--- src/rtl/tmr_bus_pkg.sv ---
package tmr_bus_pkg;

  localparam int BYTE_W = 8;
  localparam int CNT_W  = 16;

  // access scheme; value 0 on the control port means "freeze count"
  typedef enum logic [1:0] {
    ACC_FREEZE = 2'd0,
    ACC_LO     = 2'd1,
    ACC_HI     = 2'd2,
    ACC_WORD   = 2'd3
  } acc_e;

  // frozen-count progress shares the access encoding
  typedef enum logic [1:0] {
    SNAP_NONE = 2'd0,
    SNAP_LO   = 2'd1,
    SNAP_HI   = 2'd2,
    SNAP_WORD = 2'd3
  } snap_e;

  function automatic logic [BYTE_W-1:0] pack_status(
    input logic out_lvl, input acc_e acc, input logic [2:0] mode, input logic bcd);
    return {out_lvl, 1'b0, acc, mode, bcd};
  endfunction

  function automatic logic [CNT_W-1:0] form_load(
    input acc_e acc, input logic [BYTE_W-1:0] held, input logic [BYTE_W-1:0] din);
    case (acc)
      ACC_LO:  return {8'h00, din};
      ACC_HI:  return {din, 8'h00};
      default: return {din, held};
    endcase
  endfunction

  function automatic logic [BYTE_W-1:0] pick_byte(
    input logic [CNT_W-1:0] val, input logic upper);
    return upper ? val[CNT_W-1:BYTE_W] : val[BYTE_W-1:0];
  endfunction

endpackage

--- src/rtl/tmr_bus_decode.sv ---
module tmr_bus_decode #(
  parameter int NUM_CH = 3,
  parameter int AW     = 2
) (
  input  logic              clk,
  input  logic              rst_n,
  input  logic [AW-1:0]     bus_addr,
  input  logic              bus_wr,
  input  logic              bus_rd,
  input  logic [7:1]        ctl_bits,
  output logic [NUM_CH-1:0] cfg_we,
  output logic [NUM_CH-1:0] freeze_req,
  output logic [NUM_CH-1:0] status_req,
  output logic [NUM_CH-1:0] data_we,
  output logic [NUM_CH-1:0] data_re
);

  localparam logic [AW-1:0] CTRL_ADDR = AW'(NUM_CH);

  logic ctl_write;
  logic is_readback;
  assign ctl_write   = bus_wr && (bus_addr == CTRL_ADDR);
  assign is_readback = (ctl_bits[7:6] == 2'b11);

  always_comb begin
    for (int i = 0; i < NUM_CH; i++) begin
      cfg_we[i]     = 1'b0;
      freeze_req[i] = 1'b0;
      status_req[i] = 1'b0;
      data_we[i]    = bus_wr && (bus_addr == AW'(i));
      data_re[i]    = bus_rd && (bus_addr == AW'(i));
      if (ctl_write) begin
        if (is_readback) begin
          if (i < 3 && ctl_bits[i+1]) begin
            freeze_req[i] = !ctl_bits[5];
            status_req[i] = !ctl_bits[4];
          end
        end else if (ctl_bits[7:6] == 2'(i)) begin
          if (ctl_bits[5:4] == 2'b00) freeze_req[i] = 1'b1;
          else                        cfg_we[i]     = 1'b1;
        end
      end
    end
  end

  AST_ONE_DATA_PORT: assert property (@(posedge clk) disable iff (!rst_n)
    $onehot0(data_we) && $onehot0(data_re));

  AST_CTRL_NOT_DATA: assert property (@(posedge clk) disable iff (!rst_n)
    ctl_write |-> (data_we == '0));

endmodule

--- src/rtl/tmr_bus_chan.sv ---
module tmr_bus_chan
  import tmr_bus_pkg::*;
(
  input  logic              clk,
  input  logic              rst_n,
  input  logic              cfg_we,
  input  logic [1:0]        cfg_acc,
  input  logic [2:0]        cfg_mode,
  input  logic              cfg_bcd,
  input  logic              freeze_req,
  input  logic              status_req,
  input  logic              data_we,
  input  logic              data_re,
  input  logic [BYTE_W-1:0] wdata,
  input  logic [CNT_W-1:0]  live_count,
  input  logic              live_out,
  output logic [BYTE_W-1:0] rd_byte,
  output logic              load_stb,
  output logic [CNT_W-1:0]  load_val,
  output logic [2:0]        mode,
  output logic              bcd
);

  acc_e              acc_q;
  logic [2:0]        mode_q;
  logic              bcd_q;
  logic              wr_hi_q, rd_hi_q;
  logic [BYTE_W-1:0] held_q;
  snap_e             snap_q;
  logic [CNT_W-1:0]  snap_val_q;
  logic              stat_q;
  logic [BYTE_W-1:0] stat_val_q;
  logic              load_q;
  logic [CNT_W-1:0]  load_val_q;

  // named internal events
  logic snap_take, stat_take, word_hold, read_stat, read_snap, read_live;
  assign snap_take = freeze_req && (snap_q == SNAP_NONE);
  assign stat_take = status_req && !stat_q;
  assign word_hold = data_we && (acc_q == ACC_WORD) && !wr_hi_q;
  assign read_stat = data_re && stat_q;
  assign read_snap = data_re && !stat_q && (snap_q != SNAP_NONE);
  assign read_live = data_re && !stat_q && (snap_q == SNAP_NONE);

  always_ff @(posedge clk) begin
    if (!rst_n) begin
      acc_q      <= ACC_WORD;
      mode_q     <= 3'd0;
      bcd_q      <= 1'b0;
      wr_hi_q    <= 1'b0;
      rd_hi_q    <= 1'b0;
      held_q     <= '0;
      snap_q     <= SNAP_NONE;
      snap_val_q <= '0;
      stat_q     <= 1'b0;
      stat_val_q <= '0;
      load_q     <= 1'b0;
      load_val_q <= '0;
    end else begin
      load_q <= 1'b0;
      if (cfg_we) begin
        acc_q   <= acc_e'(cfg_acc);
        mode_q  <= cfg_mode;
        bcd_q   <= cfg_bcd;
        wr_hi_q <= 1'b0;
        rd_hi_q <= 1'b0;
      end
      if (word_hold) begin
        held_q  <= wdata;
        wr_hi_q <= 1'b1;
      end else if (data_we) begin
        load_q     <= 1'b1;
        load_val_q <= form_load(acc_q, held_q, wdata);
        wr_hi_q    <= 1'b0;
      end
      if (read_stat) stat_q <= 1'b0;
      if (read_snap) snap_q <= (snap_q == SNAP_WORD) ? SNAP_HI : SNAP_NONE;
      if (read_live && acc_q == ACC_WORD) rd_hi_q <= !rd_hi_q;
      if (snap_take) begin
        snap_q     <= snap_e'(acc_q);
        snap_val_q <= live_count;
      end
      if (stat_take) begin
        stat_q     <= 1'b1;
        stat_val_q <= pack_status(live_out, acc_q, mode_q, bcd_q);
      end
    end
  end

  always_comb begin
    if (stat_q)                   rd_byte = stat_val_q;
    else if (snap_q == SNAP_HI)   rd_byte = pick_byte(snap_val_q, 1'b1);
    else if (snap_q != SNAP_NONE) rd_byte = pick_byte(snap_val_q, 1'b0);
    else begin
      case (acc_q)
        ACC_LO:  rd_byte = pick_byte(live_count, 1'b0);
        ACC_HI:  rd_byte = pick_byte(live_count, 1'b1);
        default: rd_byte = pick_byte(live_count, rd_hi_q);
      endcase
    end
  end

  assign load_stb = load_q;
  assign load_val = load_val_q;
  assign mode     = mode_q;
  assign bcd      = bcd_q;

  AST_SNAP_HOLD: assert property (@(posedge clk) disable iff (!rst_n)
    (snap_q != SNAP_NONE) && freeze_req |=> snap_val_q == $past(snap_val_q));

  AST_STAT_ONCE: assert property (@(posedge clk) disable iff (!rst_n)
    read_stat |=> !stat_q);

  AST_STAT_FIRST: assert property (@(posedge clk) disable iff (!rst_n)
    read_stat && !freeze_req |=> snap_q == $past(snap_q));

  AST_WORD_PAIR: assert property (@(posedge clk) disable iff (!rst_n)
    load_q && (acc_q == ACC_WORD) |-> $past(wr_hi_q) && !wr_hi_q);

  AST_PTR_RESET: assert property (@(posedge clk) disable iff (!rst_n)
    cfg_we |=> !wr_hi_q && !rd_hi_q);

  AST_LOAD_PULSE: assert property (@(posedge clk) disable iff (!rst_n)
    load_q |=> !load_q);

endmodule

--- src/rtl/tmr_bus_top.sv ---
module tmr_bus_top
  import tmr_bus_pkg::*;
#(
  parameter int NUM_CH = 3,
  localparam int AW    = $clog2(NUM_CH + 1)
) (
  input  logic                    clk,
  input  logic                    rst_n,
  input  logic [AW-1:0]           bus_addr,
  input  logic                    bus_wr,
  input  logic                    bus_rd,
  input  logic [BYTE_W-1:0]       bus_wdata,
  output logic [BYTE_W-1:0]       bus_rdata,
  output logic [NUM_CH-1:0]       ch_load,
  output logic [NUM_CH*CNT_W-1:0] ch_load_val,
  output logic [NUM_CH*3-1:0]     ch_mode,
  output logic [NUM_CH-1:0]       ch_bcd,
  input  logic [NUM_CH*CNT_W-1:0] ch_count,
  input  logic [NUM_CH-1:0]       ch_out
);

  logic [NUM_CH-1:0] cfg_we, freeze_req, status_req, data_we, data_re;
  logic [BYTE_W-1:0] rd_bytes [NUM_CH];

  tmr_bus_decode #(.NUM_CH(NUM_CH), .AW(AW)) u_decode (
    .clk        (clk),
    .rst_n      (rst_n),
    .bus_addr   (bus_addr),
    .bus_wr     (bus_wr),
    .bus_rd     (bus_rd),
    .ctl_bits   (bus_wdata[7:1]),
    .cfg_we     (cfg_we),
    .freeze_req (freeze_req),
    .status_req (status_req),
    .data_we    (data_we),
    .data_re    (data_re)
  );

  for (genvar g = 0; g < NUM_CH; g++) begin : g_chan
    tmr_bus_chan u_chan (
      .clk        (clk),
      .rst_n      (rst_n),
      .cfg_we     (cfg_we[g]),
      .cfg_acc    (bus_wdata[5:4]),
      .cfg_mode   (bus_wdata[3:1]),
      .cfg_bcd    (bus_wdata[0]),
      .freeze_req (freeze_req[g]),
      .status_req (status_req[g]),
      .data_we    (data_we[g]),
      .data_re    (data_re[g]),
      .wdata      (bus_wdata),
      .live_count (ch_count[g*CNT_W +: CNT_W]),
      .live_out   (ch_out[g]),
      .rd_byte    (rd_bytes[g]),
      .load_stb   (ch_load[g]),
      .load_val   (ch_load_val[g*CNT_W +: CNT_W]),
      .mode       (ch_mode[g*3 +: 3]),
      .bcd        (ch_bcd[g])
    );
  end

  always_comb begin
    bus_rdata = '0;
    for (int i = 0; i < NUM_CH; i++)
      if (bus_addr == AW'(i)) bus_rdata = rd_bytes[i];
  end

endmodule

--- config.mk ---
export PLATFORM = sky130hd
export DESIGN_NAME = tmr_bus_top
export DESIGN_NICKNAME = d
export VERILOG_FILES = /design/src/rtl/tmr_bus_pkg.sv /design/src/rtl/tmr_bus_decode.sv /design/src/rtl/tmr_bus_chan.sv /design/src/rtl/tmr_bus_top.sv
export SDC_FILE = /design/constraint.sdc
export NUM_CORES = 1
export LEC_CHECK = 0
export BUFFER_PORTS_ARGS = -buffer_cell sky130_fd_sc_hd__buf_4
export CORE_MARGIN = 3
export CORE_UTILIZATION = 35
export DETAILED_ROUTE_END_ITERATION = 8
export GPL_ROUTABILITY_DRIVEN = 0
export PLACE_DENSITY = 0.65
export REMOVE_ABC_BUFFERS = 1
export SLEW_MARGIN = 40
export SYNTH_ARGS = -nofsm -noshare
export SYNTH_HDL_FRONTEND = slang
export SYNTH_SLANG_ARGS = --single-unit
--- constraint.sdc ---
create_clock -name clk -period 2.1 [get_ports clk]
set_input_delay 0.105 -clock clk [delete_from_list [all_inputs] [get_ports clk]]
set_output_delay 0.105 -clock clk [all_outputs]
set_load 0.05 [all_outputs]
==> results of run 1 <==
-- cell type report --
type                            count  area [µm²]  area share
Multi-Input combinational cell    644        4410       0.400
Sequential cell                   177        3550       0.322
Timing Repair Buffer              246        2080       0.189
Inverter                           13        51.3     0.00465
Clock buffer                       21         450      0.0408
Clock inverter                     10        88.8     0.00805
Tap cell                          313         392      0.0355
-- cell usage in the layout (no fill, tap or decap), types with 8 or more instances in the layout --
cell	instances
buf_6	8
o211ai_1	13
a21oi_1	41
a311oi_1	17
dlygate4sd3_1	52
o221ai_1	8
nor3_1	9
a221oi_1	14
nand3_1	30
dfxtp_1	171
inv_1	9
a21oi_2	16
clkbuf_16	17
nand2_1	80
mux2i_1	105
buf_4	179
nand3b_1	21
nor2_1	153
nor2b_1	19
-- per-layer routing --
layer  part of all wire  global-route usage  up-vias
met5                  0                   0        -
met4              0.019              0.0537        0
met3              0.059              0.0380       34
met2               0.46               0.312      255
met1               0.46               0.265     3495
li1                   -                   -     3601
-- path summary, 6_finish.rpt --
path	endpoint	slack [ns]
min	g_chan[1].u_chan.load_val[13]$_SDFFE_PN0P_	0.05
max reg2reg	g_chan[1].u_chan.snap_val_q[3]$_SDFFE_PN0P_	0.18
max	bus_rdata[3]	-0.28
min reg2reg	g_chan[2].u_chan.load_val[8]$_SDFFE_PN0P_	0.45
-- what timing repair did --
item,CTS,global route
pin swaps,18,13
buffers inserted,4,5
endpoints found under the setup margin,8,8
hold buffers,52,0
endpoints found under the hold margin,60,0
gates resized for setup,65,17
-- synthesized netlist by cell type, drive strengths merged, types with 2 or more instances --
cell and n:
dfxtp 177, nor2 154, mux2i 105, nand2 80, clkbuf 58, a21oi 57, nand3 35, buf 31
a311oi 23, nor2b 23, nand3b 21, a221oi 14, o211ai 13, o21ai 13, inv 12, nor3 10
ha 9, o221ai 8, a221o 7, o22ai 7, o311a 7, or2 7, nand2b 6, nor4b 6
o21a 4, a2111oi 3, a22oi 3, a31oi 3, and3 3, mux2 3, nand4 3, nor3b 3
a21o 2, or3b 2
-- kinds of logic (layout without fill, tap and decap cells) --
family,Yosys count,after routing,synth area share
adders and majority gates,9,9,0.0137
muxes,108,108,0.132
buffers and inverters,102,290,0.0617
DFF,177,177,0.432
AOI/OAI and AO/OA,167,167,0.149
and+or+nand+nor,360,360,0.211
-- registers in the layout (all words and copies together) (netlist names) --
name and count:
g_chan.u_chan.rd_hi_q 3, g_chan.u_chan.bcd 3, g_chan.u_chan.stat_q 3, g_chan.u_chan.wr_hi_q 3, g_chan.u_chan.snap_q 6, g_chan.u_chan.snap_val_q 48
g_chan.u_chan.acc_q 6, g_chan.u_chan.load_val 48, g_chan.u_chan.held_q 24, g_chan.u_chan.load_stb 3, g_chan.u_chan.stat_val_q 21, g_chan.u_chan.mode 9
-- power breakdown --
group / switching, mW / internal, mW / leakage, nW
combinational: 0.567 / 0.411 / 2.41
clock: 1.33 / 1.65 / 0.255
sequential: 0.0310 / 3.41 / 1.43
total: 1.93 / 5.47 / 4.09
-- worst register-to-register path, delay by kind of cell (launching register included) --
family                 cells  cell delay [ns]
AOI/OAI and AO/OA          1             0.40
and+or+nand+nor            2             0.45
DFF                        1             0.32
muxes                      1             0.23
buffers and inverters      2             0.41
-- stage by stage --
step                      utilization  worst slack, ns  instance area [µm²]  setup TNS, ns  cells
after floorplan                     -            -1.25                 7740        -154.17    834
after global placement          0.422           -0.118                 9650         -0.171   1339
after detailed placement        0.422           -0.143                 9650         -0.316   1339
after CTS                       0.479           -0.258                10900          -1.96   1421
after global routing            0.483           -0.324                11000          -2.48   1424
final                           0.483           -0.276                11000          -2.01   1424
==> run summary, run 1 <==
outcome - finished with violations
failing checks - negative setup slack
Reg clk slew, reported paths - 0.07 ns
share of cells above drive strength 1 - 0.267
Leak Pwr - 4.09 nW
final hold viol count - 0
cell depth of the worst setup path - 9
HPWL Detailed - 16,900 µm
CP required - 2.00 ns
WL final - 25,100 µm
Yosys cell types - 56
H-Tree Depth - 4
row cnt - 55
crit start category - flip-flop
reg2reg start - g_chan[1].u_chan.snap_q[0]$_SDFFE_PN0P_
Core ar. - 22,800 µm²
die span in x - 159 µm
Final WS setup - -0.276 ns
fin nets - 1,173
GR Overflow Total - 0
CP Data Arrival Time - 2.27 ns
post-synth design cell area - 8190 µm²
1st-iter DRT viols - 629
crit-path cells - inv_2 -> ha_4 -> buf_6 -> nor2b_4 -> buf_12 -> o211ai_1 -> a311oi_2 -> o311a_4 -> buf_8
Synth Warn # - 0
first-pass GRT wire length - 39,200 µm
area grow syn2layout - 34.6%
hold path startpoint - bus_wdata[5]
CP max stage delay - 0.36 ns
worst-margin pin slew - 0.600 ns
Setup Skew - 0.0123 ns
hold depth - 3
antenna-violating nets left - 0
hold crit path type - primary input to flip-flop
CP Launch Point - g_chan[1].u_chan.acc_q[0]$_SDFFE_PN1P_
Seq cells post-synth - 177
crit path max fanout - 6
Fin Hold WS - 0.0533 ns
final worst path period share - 1.13
Max Buffers Root-to-Sink - 2
cell taking the most area after synthesis - dfxtp_1
share of the synthesized area in the top cell type - 0.432
CTS buffer count - 17
reg2reg path depth - 6
Avg Vias per Cell - 5.19
vias in the first global route - 7,050
Tot Pwr - 7.40 mW
Initial Util - 0.359
Critical Path Sink Type - output pin
EDFF count, synth - 0
number of max-cap violations - 0
crit path time final - 2.38 ns
antenna violations before repair - 0
Port Buffers - 135
family with the most delay on the worst path - compound AO/OA/AOI/OAI gates
Buf/Inv on CP - 4
Via Count - 7,385
Avg Inst Size Synth - 8.88 µm²
die area - 25,300 µm²
clock sinks - 177
sequential area share after synthesis - 0.432
CTS root buf - clkbuf_16
GRT Resource Usage Total - 0.193
prevailing post-synth register cell - dfxtp_1
Power Dens Cells - 671 nW/µm²
largest net degree at the start of global routing - 62
diode count - 0
RSZ-0062 raised after global routing - true
largest cells by area after synthesis - dfxtp_1 43%, mux2i_1 13%, nor2_1 7.0%
Fillers - 2,168
Die Height - 159 µm
Slew HR - 0.599
Crit-path slowest cell - a311oi_2
final slew viol count - 0
asr flop ratio synth - 0
critical path class - flip-flop to output pin
Remaining DRCs - 0
IO Pins - 136
Final setup viols - 8
WL/cell - 17.7 µm
Mapped Cells - 923
CTS tree - yes
drt pass-1 iters - 5
Worst IR Drop VDD - 0.000499 V
achievable frequency - 0.421 GHz
Skew-Pair Late Insertion Delay - 0.43 ns
Power figures use the tool's default switching activity.
==> run 2, diff against run 1 <==
--- a/config.mk
+++ b/config.mk
@@ -12,6 +12,7 @@
 export GPL_ROUTABILITY_DRIVEN = 0
 export PLACE_DENSITY = 0.65
 export REMOVE_ABC_BUFFERS = 1
+export SKIP_LAST_GASP = 1
 export SLEW_MARGIN = 40
 export SYNTH_ARGS = -nofsm -noshare
 export SYNTH_HDL_FRONTEND = slang
==> run 2 against run 1 <==
Net effect: the run still ends with negative setup slack left; final cell count unchanged; utilization about the same; non-clock buffer count unchanged; via count up 0.35%; combinational power barely moved; worst hold slack lost 0.0033 ns; largest power group unchanged; clock skew about the same; die area stayed put; register-to-register slack is essentially flat; sequential cell count unchanged.
==> run summary, run 2 (synthesized netlist as in run 1, its figures left out) <==
first-pass GRT wire length - 39,200 µm (unchanged)
GRT Resource Usage Total - 0.193 (unchanged)
Die Height - 159 µm (unchanged)
Leak Pwr - 4.09 nW (about the same)
Final Cell Area - 11,000 µm² (about the same)
Remaining DRCs - 0 (unchanged)
CTS tree - yes (unchanged)
Max Buffers Root-to-Sink - 2 (unchanged)
final worst path period share - 1.13 (about the same)
die area - 25,300 µm² (unchanged)
fin util - 0.483 (about the same)
Setup Skew - 0.0127 ns (was 0.0123 ns)
Reg clk slew, reported paths - 0.07 ns (about the same)
final hold viol count - 0 (unchanged)
RSZ-0062 raised after global routing - true (unchanged)
FF+latch area - 3550 µm² (unchanged)
Power Dens Cells - 671 nW/µm² (about the same)
final slew viol count - 0 (unchanged)
outcome - finished with violations (unchanged)
CTS buffer count - 17 (unchanged)
GR Overflow Total - 0 (unchanged)
CTS root buf - clkbuf_16 (unchanged)
Skew-Pair Late Insertion Delay - 0.43 ns (about the same)
antenna-violating nets left - 0 (unchanged)
fin nets - 1,173 (unchanged)
critical path class - flip-flop to output pin (unchanged)
share of cells above drive strength 1 - 0.266 (was 0.267)
Initial Util - 0.359 (unchanged)
die span in x - 159 µm (unchanged)
worst-margin pin slew - 0.595 ns (was 0.600 ns)
CP required - 2.00 ns (about the same)
most frequent cells in the layout - 179 x buf_4, 171 x dfxtp_1, 153 x nor2_1 (unchanged)
Critical Path Sink Type - output pin (unchanged)
Final TNS setup - -1.99 ns (was -2.01 ns)
Port Buffers - 135 (unchanged)
CP Launch Point - g_chan[0].u_chan.acc_q[0]$_SDFFE_PN1P_ (was g_chan[1].u_chan.acc_q[0]$_SDFFE_PN1P_)
Avg Vias per Cell - 5.20 (was 5.19)
Final WS setup - -0.266 ns (was -0.276 ns)
achievable frequency - 0.423 GHz (was 0.421 GHz)
antenna violations before repair - 0 (unchanged)
drt pass-1 iters - 5 (unchanged)
reg2reg setup slack - 0.18 ns (about the same)
Post-DP Area - 9650 µm² (unchanged)
H-Tree Depth - 4 (unchanged)
Via Count - 7,411 (was 7,385)
Final setup viols - 8 (unchanged)
crit path time final - 2.37 ns (was 2.38 ns)
number of max-cap violations - 0 (unchanged)
dpl ws - -0.143 ns (unchanged)
HPWL Detailed - 16,900 µm (unchanged)
hold crit path type - primary input to flip-flop (unchanged)
vias in the first global route - 7,050 (unchanged)
CP Data Arrival Time - 2.26 ns (was 2.27 ns)
footprint of the multi-input gates - 4410 µm² (about the same)
Fillers - 2,170 (was 2,168)
Core ar. - 22,800 µm² (unchanged)
Slew HR - 0.603 (was 0.599)
diode count - 0 (unchanged)
reg2reg start - g_chan[1].u_chan.snap_q[0]$_SDFFE_PN0P_ (unchanged)
reg2reg path depth - 6 (unchanged)
R2R Path End - g_chan[1].u_chan.snap_val_q[3]$_SDFFE_PN0P_ (unchanged)
failing checks - negative setup slack (unchanged)
WL/cell - 17.7 µm (about the same)
1st-iter DRT viols - 694 (was 629)
crit path max fanout - 8 (was 6)
clock sinks - 177 (unchanged)
hold path startpoint - bus_wdata[5] (unchanged)
crit start category - flip-flop (unchanged)
leading cell type in the layout, fill and taps excluded - buf_4 (unchanged)
critical path capture point - bus_rdata[1] (was bus_rdata[3])
Worst IR Drop VDD - 0.000502 V (was 0.000499 V)
WL final - 25,100 µm (about the same)
largest net degree at the start of global routing - 62 (unchanged)
IO Pins - 136 (unchanged)
row cnt - 55 (unchanged)
area grow syn2layout - 34.6% (about the same)
run 2: cell count changes in the layout (fill, tap and decap cells not counted):
cell / change
o21ai_1: +1
o21ai_2: -1
run 2: area by class of cell:
type | count | area share
clock buffer | 21 | 0.0408
timing repair buffer | 246 | 0.189
clock inverter | 10 | 0.00806
inverter | 13 | 0.00465
tap | 313 | 0.0355
sequential | 177 | 0.322
multi-input combinational | 644 | 0.400
run 2: report_power, final:
part | total [mW] | internal, mW | switching [mW] | leakage, nW
Combinational | 0.977 | 0.410 | 0.567 | 2.41
Clock | 2.98 | 1.65 | 1.33 | 0.255
Sequential | 3.44 | 3.41 | 0.0309 | 1.43
run 2: worst min path at each step:
stage	slack (ns)	end	depth (start not counted)
after CTS	0.04	g_chan[1].u_chan.load_val[13]$_SDFFE_PN0P_	3
after floorplan	0.19	g_chan[0].u_chan.acc_q[0]$_SDFFE_PN1P_	1
after detailed placement	0.35	g_chan[2].u_chan.stat_val_q[7]$_SDFFE_PN0P_	3
after global placement	0.34	g_chan[2].u_chan.stat_val_q[7]$_SDFFE_PN0P_	3
after global routing	0.05	g_chan[1].u_chan.load_val[11]$_SDFFE_PN0P_	3
final	0.05	g_chan[1].u_chan.load_val[13]$_SDFFE_PN0P_	3
run 2: metal layers:
layer / share of wire / wire length (µm) / track usage / up-vias
li1: - / - / - / 3607
met1: 0.46 / 11600 / 0.265 / 3533
met2: 0.47 / 11700 / 0.312 / 238
met3: 0.054 / 1370 / 0.0380 / 33
met4: 0.018 / 454 / 0.0537 / 0
met5: 0 / 0 / 0 / -
run 2: stage by stage:
stage / cells / total power [mW] / hold slack (ns)
floorplan: 834 / 3.93 / 0.194
global placement: 1339 / 4.33 / 0.344
detailed placement: 1339 / 4.34 / 0.350
CTS: 1421 / 7.44 / 0.0357
global route: 1424 / 7.67 / 0.0523
finish: 1424 / 7.40 / 0.0501
run 2: repair_timing:
item | 4_1_cts | 5_1_grt
endpoints found under the setup margin | 8 | 8
hold buffers | 52 | 0
resized for setup | 65 | 16
pin swaps | 18 | 13
cloned | 0 | 0
buffers inserted | 4 | 5
endpoints found under the hold margin | 60 | 0
run 2: critical path, cell delays in order, from the launching register on:
cell	delay, ns
dfxtp_2	0.33
inv_2	0.05
ha_4	0.27
mux2_4	0.37
a21oi_2	0.17
a21oi_2	0.11
o311a_1	0.37
buf_6	0.16
